### src/rtl/sdct_pkg.sv
// Shared types for the SDRAM command timing checker: the decoded command
// and the bit position of each rule in the violation vectors.
package sdct_pkg;

    typedef enum logic [2:0] {
        C_NOP = 3'd0,
        C_MRS = 3'd1,
        C_REF = 3'd2,
        C_ACT = 3'd3,
        C_RD  = 3'd4,
        C_WR  = 3'd5,
        C_BST = 3'd6,
        C_PRE = 3'd7
    } cmd_e;

    localparam int NRULE      = 9;
    localparam int RULE_RCD   = 0;
    localparam int RULE_RP    = 1;
    localparam int RULE_RAS   = 2;
    localparam int RULE_RC    = 3;
    localparam int RULE_RRD   = 4;
    localparam int RULE_WR    = 5;
    localparam int RULE_MRD   = 6;
    localparam int RULE_AP    = 7;
    localparam int RULE_STATE = 8;

endpackage

### src/rtl/sdct_bank.sv
// One bank tracker. Holds the open/closed state, saturating cycles-since
// counters for the last activate and the last close, a write-recovery
// countdown and an auto-precharge burst countdown. Raises the per-bank rule
// bits for the command currently on the bus. Assumes burst_len >= 1 and
// TWR >= 2; all state is updated by every command, legal or not.
module sdct_bank
    import sdct_pkg::*;
#(
    parameter int CW  = 9,
    parameter int TWR = 2
) (
    input  logic             clk,
    input  logic             rst_n,
    input  cmd_e             cmd,
    input  logic             sel,
    input  logic             a10,
    input  logic [CW-1:0]    t_rcd,
    input  logic [CW-1:0]    t_rp,
    input  logic [CW-1:0]    t_ras,
    input  logic [CW-1:0]    t_rc,
    input  logic [CW-1:0]    burst_len,
    output logic             is_open,
    output logic [NRULE-1:0] viol
);

    localparam int            RW      = CW + 1;
    localparam logic [CW-1:0] MAXC    = {CW{1'b1}};
    localparam logic [CW-1:0] ONE     = CW'(1);
    localparam logic [RW-1:0] REC_CUT = RW'(TWR - 2);

    logic          open_q;
    logic [CW-1:0] since_act;
    logic [CW-1:0] since_pre;
    logic [RW-1:0] rec_q;
    logic [CW-1:0] ap_q;

    logic is_act, is_col, is_pre, wr_start, ap_start, ap_end, close_now, trunc;

    function automatic logic [CW-1:0] sat_inc(input logic [CW-1:0] x);
        return (x == MAXC) ? x : x + ONE;
    endfunction

    // Qualify the bus command for this bank and derive the state events.
    always_comb begin
        is_act    = (cmd == C_ACT) && sel;
        is_col    = ((cmd == C_RD) || (cmd == C_WR)) && sel;
        is_pre    = (cmd == C_PRE) && (sel || a10);
        trunc     = (cmd == C_RD) || (cmd == C_WR) || (cmd == C_BST);
        wr_start  = (cmd == C_WR) && sel && open_q;
        ap_start  = is_col && a10 && open_q;
        ap_end    = open_q && ((ap_q == ONE) || (ap_start && (burst_len == ONE)));
        close_now = open_q && (is_pre || ap_end);
    end

    // Evaluate this bank's spacing and state rules for the current command.
    always_comb begin
        viol             = '0;
        viol[RULE_RCD]   = is_col && open_q && (since_act < t_rcd);
        viol[RULE_RP]    = is_act && (since_pre < t_rp);
        viol[RULE_RC]    = is_act && (since_act < t_rc);
        viol[RULE_RAS]   = is_pre && open_q && (since_act < t_ras);
        viol[RULE_WR]    = is_pre && open_q && (rec_q != '0);
        viol[RULE_AP]    = is_col && (ap_q != '0);
        viol[RULE_STATE] = (is_col && !open_q) || (is_act && open_q);
    end

    // Advance bank state, elapsed counters and countdowns on each edge.
    always_ff @(posedge clk) begin
        if (!rst_n) begin
            open_q    <= 1'b0;
            since_act <= MAXC;
            since_pre <= MAXC;
            rec_q     <= '0;
            ap_q      <= '0;
        end else begin
            since_act <= is_act ? ONE : sat_inc(since_act);
            since_pre <= close_now ? ONE : sat_inc(since_pre);

            if (is_act)
                open_q <= 1'b1;
            else if (close_now)
                open_q <= 1'b0;

            if (close_now)
                rec_q <= '0;
            else if (wr_start)
                rec_q <= RW'(burst_len) + REC_CUT;
            else if (trunc && (rec_q > REC_CUT))
                rec_q <= REC_CUT;
            else if (rec_q != '0)
                rec_q <= rec_q - RW'(1);

            if (close_now)
                ap_q <= '0;
            else if (ap_start)
                ap_q <= burst_len - ONE;
            else if (ap_q != '0)
                ap_q <= ap_q - ONE;
        end
    end

    assign is_open = open_q;

    AST_AP_ONLY_OPEN: assert property (@(posedge clk) disable iff (!rst_n)
        (ap_q != '0) |-> open_q);
    AST_REC_IDLE_CLEAR: assert property (@(posedge clk) disable iff (!rst_n)
        !open_q |-> (rec_q == '0));
    AST_AP_END_CLOSES: assert property (@(posedge clk) disable iff (!rst_n)
        (open_q && (ap_q == ONE) && (cmd != C_ACT)) |=> !open_q);

endmodule

### config.mk
export PLATFORM = sky130hd
export DESIGN_NAME = sdct_bank
export DESIGN_NICKNAME = d
export VERILOG_FILES = /design/src/rtl/sdct_pkg.sv /design/src/rtl/sdct_bank.sv
export SDC_FILE = /design/constraint.sdc
export NUM_CORES = 1
export LEC_CHECK = 0
export BUFFER_PORTS_ARGS = -buffer_cell sky130_fd_sc_hd__buf_2
export CAP_MARGIN = 40
export CORE_MARGIN = 2
export CORE_UTILIZATION = 55
export DETAILED_ROUTE_END_ITERATION = 8
export GPL_TIMING_DRIVEN = 0
export PLACE_DENSITY = 0.86
export SLEW_MARGIN = 20
export SYNTH_ARGS = -nofsm -noshare
export SYNTH_HDL_FRONTEND = slang
export SYNTH_SLANG_ARGS = --single-unit
export TNS_END_PERCENT = 50
### constraint.sdc
create_clock -name clk -period 2.15 [get_ports clk]
set_input_delay 0.1075 -clock clk [delete_from_list [all_inputs] [get_ports clk]]
set_output_delay 0.1075 -clock clk [all_outputs]
set_load 0.01 [all_outputs]
==> results by group <==
Floorplan
  • CORE AREA: 5172 um2
  • Die height: 77.83 um
  • FP Rows: 26
  • Die width: 77.83 um
  • Starting density of the core: 0.5796
  • Boundary pin count: 62
  • DIE AREA: 6058 um2

Job
  • Max capacitance violation total: 0

STA
  • Setup-failing EPs final: 0
  • Final Max Slew Viols: 0
  • Fin crit share: 0.9134
  • Hold Fails Final Rpt: 0
  • Worst hold slack: 90.72 ps
  • RSZ-0062 raised after global routing: false
  • F_max: 509.2 MHz
  • Skew final: 4.545 ps
  • Crit path time final: 1964 ps

Placement
  • Placed Instances: 502
  • GP Congestion: 0.8050
  • DP HPWL: 5.249 mm
  • IO buf count: 58

Logic synthesis
  • Mapped Cells: 373
  • Share of the synthesized area in the top cell type: 0.2538
  • Flop and latch count out of synthesis: 38
  • Mapped cell area: 2998 um2
  • Post-synth EDFFs: 0
  • Seq/Total Area, Yosys: 0.2538
  • Prevailing post-synth register cell: dfxtp_1
  • Synthesized area per cell: 8.037 um2
  • Yosys cell types: 49
  • Synth area leader: dfxtp_1
  • Asr flop ratio synth: 0
  • Area contributors post-synth: dfxtp_1 (25%), ha_1 (18%), inv_1 (4.9%), o21ai_0 (4.8%), xor2_1 (4.4%)
  • Synth warn: 0

Setup path
  • Crit path max fanout: 6
  • Critical path class: flop to output pin
  • CP Cell Sequence: nor4_1 > nand4_1 > and4b_1 > buf_2
  • Worst path max stage delay: 470 ps
  • Critical path arrival: 1860 ps
  • Crit path required time: 2040 ps
  • Worst setup EP type: output pin
  • Setup crit start kind: flop
  • Crit-path slowest cell: nor4_1

Clock network
  • Clock Latency Late Sink: 290 ps
  • CTS tree: done
  • H-tree depth: 2
  • Root buffer cell: clkbuf_8
  • # clock sinks: 38
  • Clock slew at reported path FFs: 80 ps
  • Clk buf depth: 2
  • CTS Hold Bufs: 0
  • CTS Buf Count: 5

Global route
  • Grt total ovfl: 0
  • All-Layer GR Usage: 0.2283
  • Vias in the first global route: 2621
  • Initial antenna violation count: 0
  • First-pass GRT wire length: 11.23 mm
  • Largest net degree at the start of global routing: 13

Detailed routing
  • ANT nets after route: 0
  • Via/cell ratio: 5.429
  • DRC violations left: 0
  • Initial drt markers: 96
  • Routed WL per cell: 12.88 um
  • Via count: 2785
  • Drt pass-1 iters: 4
  • WL final: 6.607 mm

Pwr
  • PD cells: 1213 nW/um2
  • Highest ir drop seen on vdd: 536.6 uV
  • Overall power: 0.004259 W
  • Leak Pwr: 1.653 nW

Cells and area
  • Share of cells above drive strength 1: 0.1874
  • Ant diodes: 0
  • Post-route insts no fill: 513
  • Commonest non-fill, non-tap cells in the layout: buf_2 (58), ha_1 (42), inv_1 (39)
  • # fillers: 447
  • Commonest non-fill, non-tap cell in the layout: buf_2
  • Syn-to-layout area delta: 17.11%
  • Final net count: 536

Run status
  • Outcome: finished clean

Min path
  • Hold crit path type: input port to flop
==> worst paths after layout <==
check / from / to / slack [ps] / cells past startpoint
max: ap_q[2] / viol[7] / 190 / 4
min: rst_n / since_act[6] / 90 / 2
max reg2reg: ap_q[2] / rec_q[5] / 240 / 6
min reg2reg: rec_q[0] / rec_q[0] / 520 / 2
==> sequential cells by signal, indices dropped and copies added, names as in the netlist <==
| register | flops |
|---|---|
| ap_q | 9 |
| since_act | 9 |
| rec_q | 10 |
| since_pre | 9 |
| is_open | 1 |
==> synth_stat cells, types with 2 or more instances <==
| cell type | instances |
|---|---|
| xor2_1 | 15 |
| dfxtp_1 | 38 |
| and2_1 | 6 |
| a211oi_1 | 3 |
| or4_4 | 2 |
| a22oi_1 | 4 |
| nand3_1 | 14 |
| buf_4 | 3 |
| ha_1 | 42 |
| nor3_1 | 7 |
| a21o_1 | 4 |
| clkbuf_1 | 5 |
| o21ai_0 | 29 |
| a211o_1 | 3 |
| o31a_1 | 2 |
| inv_1 | 39 |
| a21oi_1 | 24 |
| nor2_1 | 27 |
| nand2_1 | 26 |
| nand3b_1 | 4 |
| xnor2_1 | 12 |
| a311oi_1 | 2 |
| buf_1 | 2 |
| nor4_1 | 5 |
| nand2b_1 | 2 |
| or3_1 | 4 |
| nor2b_1 | 9 |
| nand4b_1 | 3 |
| and4b_1 | 2 |
| nand4_1 | 5 |
| a31oi_1 | 6 |
| mux2i_1 | 7 |
==> metrics by stage <==
step | setup WS, ps | instance area, um2 | util | TNS [ps]
after CTS | -18.39 | 3481 | 0.6730 | -18.39
after floorplan | 277.4 | 3002 | - | 0
final | 186.3 | 3511 | 0.6788 | 0
after global placement | 53.43 | 3379 | 0.6534 | 0
after detailed placement | 0.2627 | 3379 | 0.6534 | 0
after global routing | 38.04 | 3511 | 0.6788 | 0
==> cell type report <==
cell class | instances | area [um2] | share of cell area
repair buffers | 62 | 320.3 | 0.09123
plain buffers | 10 | 56.30 | 0.01604
clock inverters | 2 | 12.51 | 0.003564
well taps | 70 | 87.58 | 0.02495
inverters | 39 | 146.4 | 0.04170
flip-flops and latches | 38 | 762.0 | 0.2170
multi-input cells | 286 | 2043 | 0.5820
clock buffers | 6 | 82.58 | 0.02352
==> per-layer routing <==
metal | global-route usage | vias to the layer above | part of all wire
li1 | - | 1442 | -
met1 | 0.2794 | 1256 | 0.47
met2 | 0.4026 | 78 | 0.47
met3 | 0.04302 | 9 | 0.050
met4 | 0.06964 | 0 | 0.011
met5 | 0 | - | 0
==> power by group <==
group / internal, W / switching [W]
clock: 0.000258 / 0.000260
combinational: 0.00121 / 0.00118
sequential: 0.000980 / 0.000374
total: 0.00245 / 0.00181
==> kinds of logic after synthesis <==
family | after synthesis | synth area share
AOI/OAI and AO/OA | 81 | 0.1640
xor gates and xnor gates | 27 | 0.07888
and+or+nand+nor | 127 | 0.2346
DFF | 38 | 0.2538
muxes | 7 | 0.02337
adders and majority gates | 42 | 0.1753
buffers and inverters | 50 | 0.06887
other | 1 | 0.001251
==> what timing repair did <==
action | CTS | global route
setup endpoints to repair | 3 | 6
resized for setup | 1 | 2
buffers inserted | 0 | 4
pin swaps | 1 | 2
gates cloned | 0 | 0
==> critical path: cells and delay by family (launching register included) <==
kind,cells,cell delay (ps)
buffers and inverters,1,140
and+or+nand+nor,3,1060
DFF,1,360
No activity file was read; power rests on OpenSTA's default activity.
